--- config.mk ---
export PLATFORM = sky130hd
export DESIGN_NAME = idle_sync_descrambler
export DESIGN_NICKNAME = d
export VERILOG_FILES = /design/src/rtl/idle_sync_descrambler.sv
export SDC_FILE = /design/constraint.sdc
export NUM_CORES = 1
export LEC_CHECK = 0
export ABC_AREA = 1
export BUFFER_PORTS_ARGS = -buffer_cell sky130_fd_sc_hd__buf_2
export CORE_UTILIZATION = 45
export CTS_BUF_LIST = sky130_fd_sc_hd__clkbuf_4 sky130_fd_sc_hd__clkbuf_8
export DETAILED_ROUTE_END_ITERATION = 10
export HOLD_SLACK_MARGIN = 0.06
export PLACE_DENSITY = 0.71
export SYNTH_ARGS = -nofsm -noshare
export SYNTH_HDL_FRONTEND = slang
export SYNTH_SLANG_ARGS = --single-unit
--- constraint.sdc ---
create_clock -name clk -period 1.5 [get_ports clk]
set_clock_uncertainty 0.2 [all_clocks]
set_input_delay 0.3 -clock clk [delete_from_list [all_inputs] [get_ports clk]]
set_output_delay 0.3 -clock clk [all_outputs]
set_load 0.1 [all_outputs]
--- src/rtl/idle_sync_descrambler.sv ---
module idle_sync_descrambler #(
  parameter int LOCK_RUN    = 60,
  parameter int HOLD_RUN    = 30,
  parameter int WINDOW_BITS = 125000
) (
  input  logic       clk,
  input  logic       rst_n,
  input  logic       bit_en,
  input  logic       rx_bit,
  output logic [4:0] sym,
  output logic       sym_valid,
  output logic       locked
);
  localparam int AW = $clog2(LOCK_RUN + 1);
  localparam int HW = $clog2(HOLD_RUN + 1);
  localparam int WW = $clog2(WINDOW_BITS + 1);

  logic [10:0]   lfsr;
  logic [AW-1:0] agree_cnt;
  logic [HW-1:0] run_cnt;
  logic [WW-1:0] win_cnt;
  logic          seen;
  logic [2:0]    pos;
  logic [3:0]    shreg;

  wire key     = lfsr[10] ^ lfsr[8];
  wire plain   = rx_bit ^ key;
  wire win_end = (win_cnt == WW'(WINDOW_BITS - 1));
  wire run_hit = plain && (run_cnt >= HW'(HOLD_RUN - 1));

  always_ff @(posedge clk) begin
    if (!rst_n) begin
      lfsr      <= '0;
      agree_cnt <= '0;
      run_cnt   <= '0;
      win_cnt   <= '0;
      seen      <= 1'b0;
      pos       <= '0;
      shreg     <= '0;
      sym       <= '0;
      sym_valid <= 1'b0;
      locked    <= 1'b0;
    end else begin
      sym_valid <= 1'b0;
      if (bit_en) begin
        if (!locked) begin
          lfsr    <= {lfsr[9:0], ~rx_bit};
          pos     <= '0;
          win_cnt <= '0;
          seen    <= 1'b0;
          run_cnt <= '0;
          if (!plain)
            agree_cnt <= '0;
          else if (agree_cnt == AW'(LOCK_RUN - 1)) begin
            agree_cnt <= '0;
            locked    <= 1'b1;
          end else
            agree_cnt <= agree_cnt + 1'b1;
        end else begin
          lfsr    <= {lfsr[9:0], key};
          run_cnt <= !plain ? '0 : (run_hit ? HW'(HOLD_RUN) : run_cnt + 1'b1);
          if (pos == 3'd4) begin
            sym       <= {shreg, plain};
            sym_valid <= 1'b1;
            pos       <= '0;
          end else begin
            shreg <= {shreg[2:0], plain};
            pos   <= pos + 1'b1;
          end
          if (win_end) begin
            win_cnt <= '0;
            seen    <= 1'b0;
            if (!(seen || run_hit)) locked <= 1'b0;
          end else begin
            win_cnt <= win_cnt + 1'b1;
            if (run_hit) seen <= 1'b1;
          end
        end
      end
    end
  end

  p_valid_pulse_r6: assert property (@(posedge clk) disable iff (!rst_n)
    sym_valid |=> !sym_valid);
  p_valid_locked_r6: assert property (@(posedge clk) disable iff (!rst_n)
    sym_valid |-> $past(locked));
  p_lock_after_run_r3: assert property (@(posedge clk) disable iff (!rst_n)
    $rose(locked) |-> ($past(agree_cnt) == AW'(LOCK_RUN - 1)) && $past(bit_en));
  p_drop_at_window_r9: assert property (@(posedge clk) disable iff (!rst_n)
    $fell(locked) |-> $past(win_end) && !$past(seen));
  p_stall_r7: assert property (@(posedge clk) disable iff (!rst_n)
    !bit_en |=> $stable(lfsr) && $stable(locked) && $stable(sym));
endmodule

==> impl_metrics.py <==
metrics = {
    "run_status": {
        "status": "finished with violations",
        "violations": "setup timing",
    },
    "grt": {
        "grt_pass1_wl_um": 9218,
        "grt_util_met1_pct": 22.23,
        "grt_use_total_pct": 18.66,
        "grt-busiest-layer": "met2",
        "grtUsageMet3_pct": 2.941,
        "grt_pass1_vias": 2266,
        "met2_usage_pct": 33.54,
        "grt_start_max_net_pins": 24,
        "antenna_found_initial": 0,
        "grt_overflow_total": 0,
    },
    "finish": {
        "drive_above_1_share_pct": 32.53,
        "nets": 424,
        "final.fill_count": 455,
        "syn2layout_area_growth_pct": 32.76,
        "utilization_pct": 61.78,
        "final-seq-area_um2": 1105,
        "num_antenna_cells": 0,
        "multi_input_area_um2": 1480,
    },
    "critical_path": {
        "path_max_fanout": 7,
        "r2r_start": "locked$_SDFFE_PN0P_",
        "critPathKind": "reg2reg",
        "critPathCaptureType": "register",
        "crit_start": "locked$_SDFFE_PN0P_",
        "worstPathArrival_ns": 1.57,
        "cp.required_ns": 1.55,
        "startpoint_type": "register",
    },
    "synth": {
        "syn_inst": 364,
        "synth_enable_flop_cells": 0,
        "synth_area_um2": 2562,
        "synth_area_leaders": "dfxtp_1 (42%), nand2_1 (11%), nor2_1 (9.8%), inv_1 (5.1%), a21oi_1 (4.7%)",
        "synth_fp_nets": 374,
        "synth_area_leader_cell": "dfxtp_1",
        "synth-seq-cells": 54,
        "syn_avg_cell_area_um2": 7.040,
        "synth_cell_types": 27,
        "synthDominantCellAreaShare_pct": 42.19,
        "synth.most_common_cell": "nand2_1",
        "synth_commonest_cells": "nand2_1 (76), nor2_1 (67), dfxtp_1 (54)",
        "ys_async_sr_fraction_pct": 0,
        "ys_seq_area_share_pct": 42.19,
        "yosysWarnings": 0,
        "ys.flop_type": "dfxtp_1",
    },
    "sta": {
        "fin_ws_ns": -0.01841,
        "fmax_mhz": 658.6,
        "tightest_slew_ns": 0.4211,
        "rsz0062_at_grt": "true",
        "hold_viol": 0,
        "slew_violations": 0,
        "setup_violations": 8,
        "post-route-min-period_ns": 1.518,
        "finalCritPeriodShare_pct": 101.2,
        "whs_ns": 0.2284,
        "maxSlewHeadroom_pct": 71.90,
    },
    "flow_run": {
        "cap_viol_max_count": 0,
    },
    "placement": {
        "place.gp.congestion": 0.8279,
        "numPortBuffers": 10,
        "dp_hpwl_um": 3758,
    },
    "clock_tree": {
        "hold_buffers": 0,
        "clock-sinks": 54,
        "root_buffer": "clkbuf_8",
        "clk_pin_slew_ns": 0.11,
        "cts_tree": "built",
        "htreeDepth": 2,
        "cts_buffers": 5,
        "clockBufferDepth": 2,
        "clock_latency_ns": 0.31,
    },
    "floorplanning": {
        "core_area_um2": 5507,
        "die_w_um": 77.46,
        "die_h_um": 77.46,
        "start_util_pct": 46.53,
        "die_area_um2": 6000,
        "rows": 27,
        "boundaryPins": 11,
    },
    "routing": {
        "drc": 0,
        "dr_total_vias": 2397,
        "finalWirelength_um": 5705,
        "viasPerCell": 4.922,
        "avgRoutedWirePerCell_um": 11.71,
        "first_pass_iters": 4,
        "ant_nets": 0,
        "drtIter0Drc": 161,
    },
    "power": {
        "ir_worst_vdd_v": 0.0005785,
        "powerDensity_nw_per_um2": 739.0,
        "static-leakage-power_nw": 1.388,
    },
    "hold_path": {
        "min_from": "bit_en",
        "hold_path_class": "in2reg",
    },
}
routing by layer:
metal  part of all wire (%)  wire length, um
met1                     45             2553
met4                    1.7               99
met3                    2.5              144
met2                     51             2908
met5                      0                0
critical path, cell delays in order (launching register included):
cell	delay (ns)
dfxtp_4	0.37
inv_2	0.04
nand2_2	0.09
inv_2	0.06
nor2_2	0.33
nand2_4	0.16
inv_1	0.08
nand2_1	0.05
nor2_1	0.07
timing repair:
action                     in CTS  in global routing
setup endpoints to repair      17                 40
buffers inserted                1                  6
pin swaps                       2                 18
gates resized for setup         9                 61
gates cloned                    0                  1
registers in the layout (all words and copies together) (netlist names), 3 cells and up:
| signal | flops |
|---|---|
| win_cnt | 17 |
| lfsr | 11 |
| sym | 5 |
| shreg | 4 |
| run_cnt | 5 |
| pos | 3 |
| agree_cnt | 6 |
placed cells by master, fill, tap and decap left out, types with 5 or more instances in the layout:
cell type / Yosys / layout
xor2_1: 8 / 7
nand2_1: 76 / 67
nand3_1: 18 / 17
nor2_4: 1 / 8
dfxtp_1: 54 / 39
buf_4: 0 / 36
inv_1: 35 / 31
a21oi_2: 0 / 6
a21oi_1: 24 / 18
nor2_1: 67 / 58
dfxtp_2: 0 / 13
clkbuf_8: 0 / 5
inv_2: 6 / 8
nor2_2: 8 / 10
o21ai_0: 22 / 19
nand2_2: 6 / 11
buf_12: 0 / 7
final cells by class:
class / instances / share of cell area (%)
Inverter: 41 / 4.671
Sequential cell: 54 / 32.48
Tap cell: 72 / 2.648
Multi-Input combinational cell: 262 / 43.51
Clock buffer: 5 / 2.023
Timing Repair Buffer: 50 / 13.83
Clock inverter: 3 / 0.8459
final timing paths:
kind	end	slack, ns	cells after the start
worst max-delay path	win_cnt[15]$_SDFFE_PN0P_	-0.02	8
worst min-delay path	lfsr[1]$_SDFFE_PN0P_	0.23	3
worst max register to register	win_cnt[15]$_SDFFE_PN0P_	-0.02	8
worst min register to register	lfsr[1]$_SDFFE_PN0P_	0.28	2
power breakdown:
part           internal (mW)  leakage (nW)  switching (mW)
Clock                  0.350        0.0506           0.524
Sequential              1.45         0.446          0.0157
Combinational         0.0655         0.891           0.104
Total                   1.87          1.39           0.644
cells by family (layout without fill, tap and decap cells):
kind of cell,after synthesis,after routing,share of synthesized area (%)
AO/OA/AOI/OAI,54,54,11.13
XOR/XNOR,11,11,3.760
adder cells (fa/ha/maj),6,6,2.930
buffers and inverters,49,99,7.764
flip-flops,54,54,42.19
AND/OR/NAND/NOR,190,191,32.23
through the flow:
step | worst slack (ns) | area [um2] | TNS [ns] | power, mW | cells
4_1_cts | -0.008073 | 3166 | -0.008073 | 2.516 | 480
3_3_place_gp | -0.05549 | 3025 | -0.3610 | 1.644 | 471
3_5_place_dp | -0.08437 | 3025 | -0.3413 | 1.647 | 471
2_1_floorplan | 0.0005841 | 2577 | 0 | 1.596 | 364
6_report | -0.01841 | 3402 | -0.1021 | 2.514 | 487
5_1_grt | -0.1191 | 3402 | -1.188 | 2.615 | 487
(Power assumes the default switching activity.)
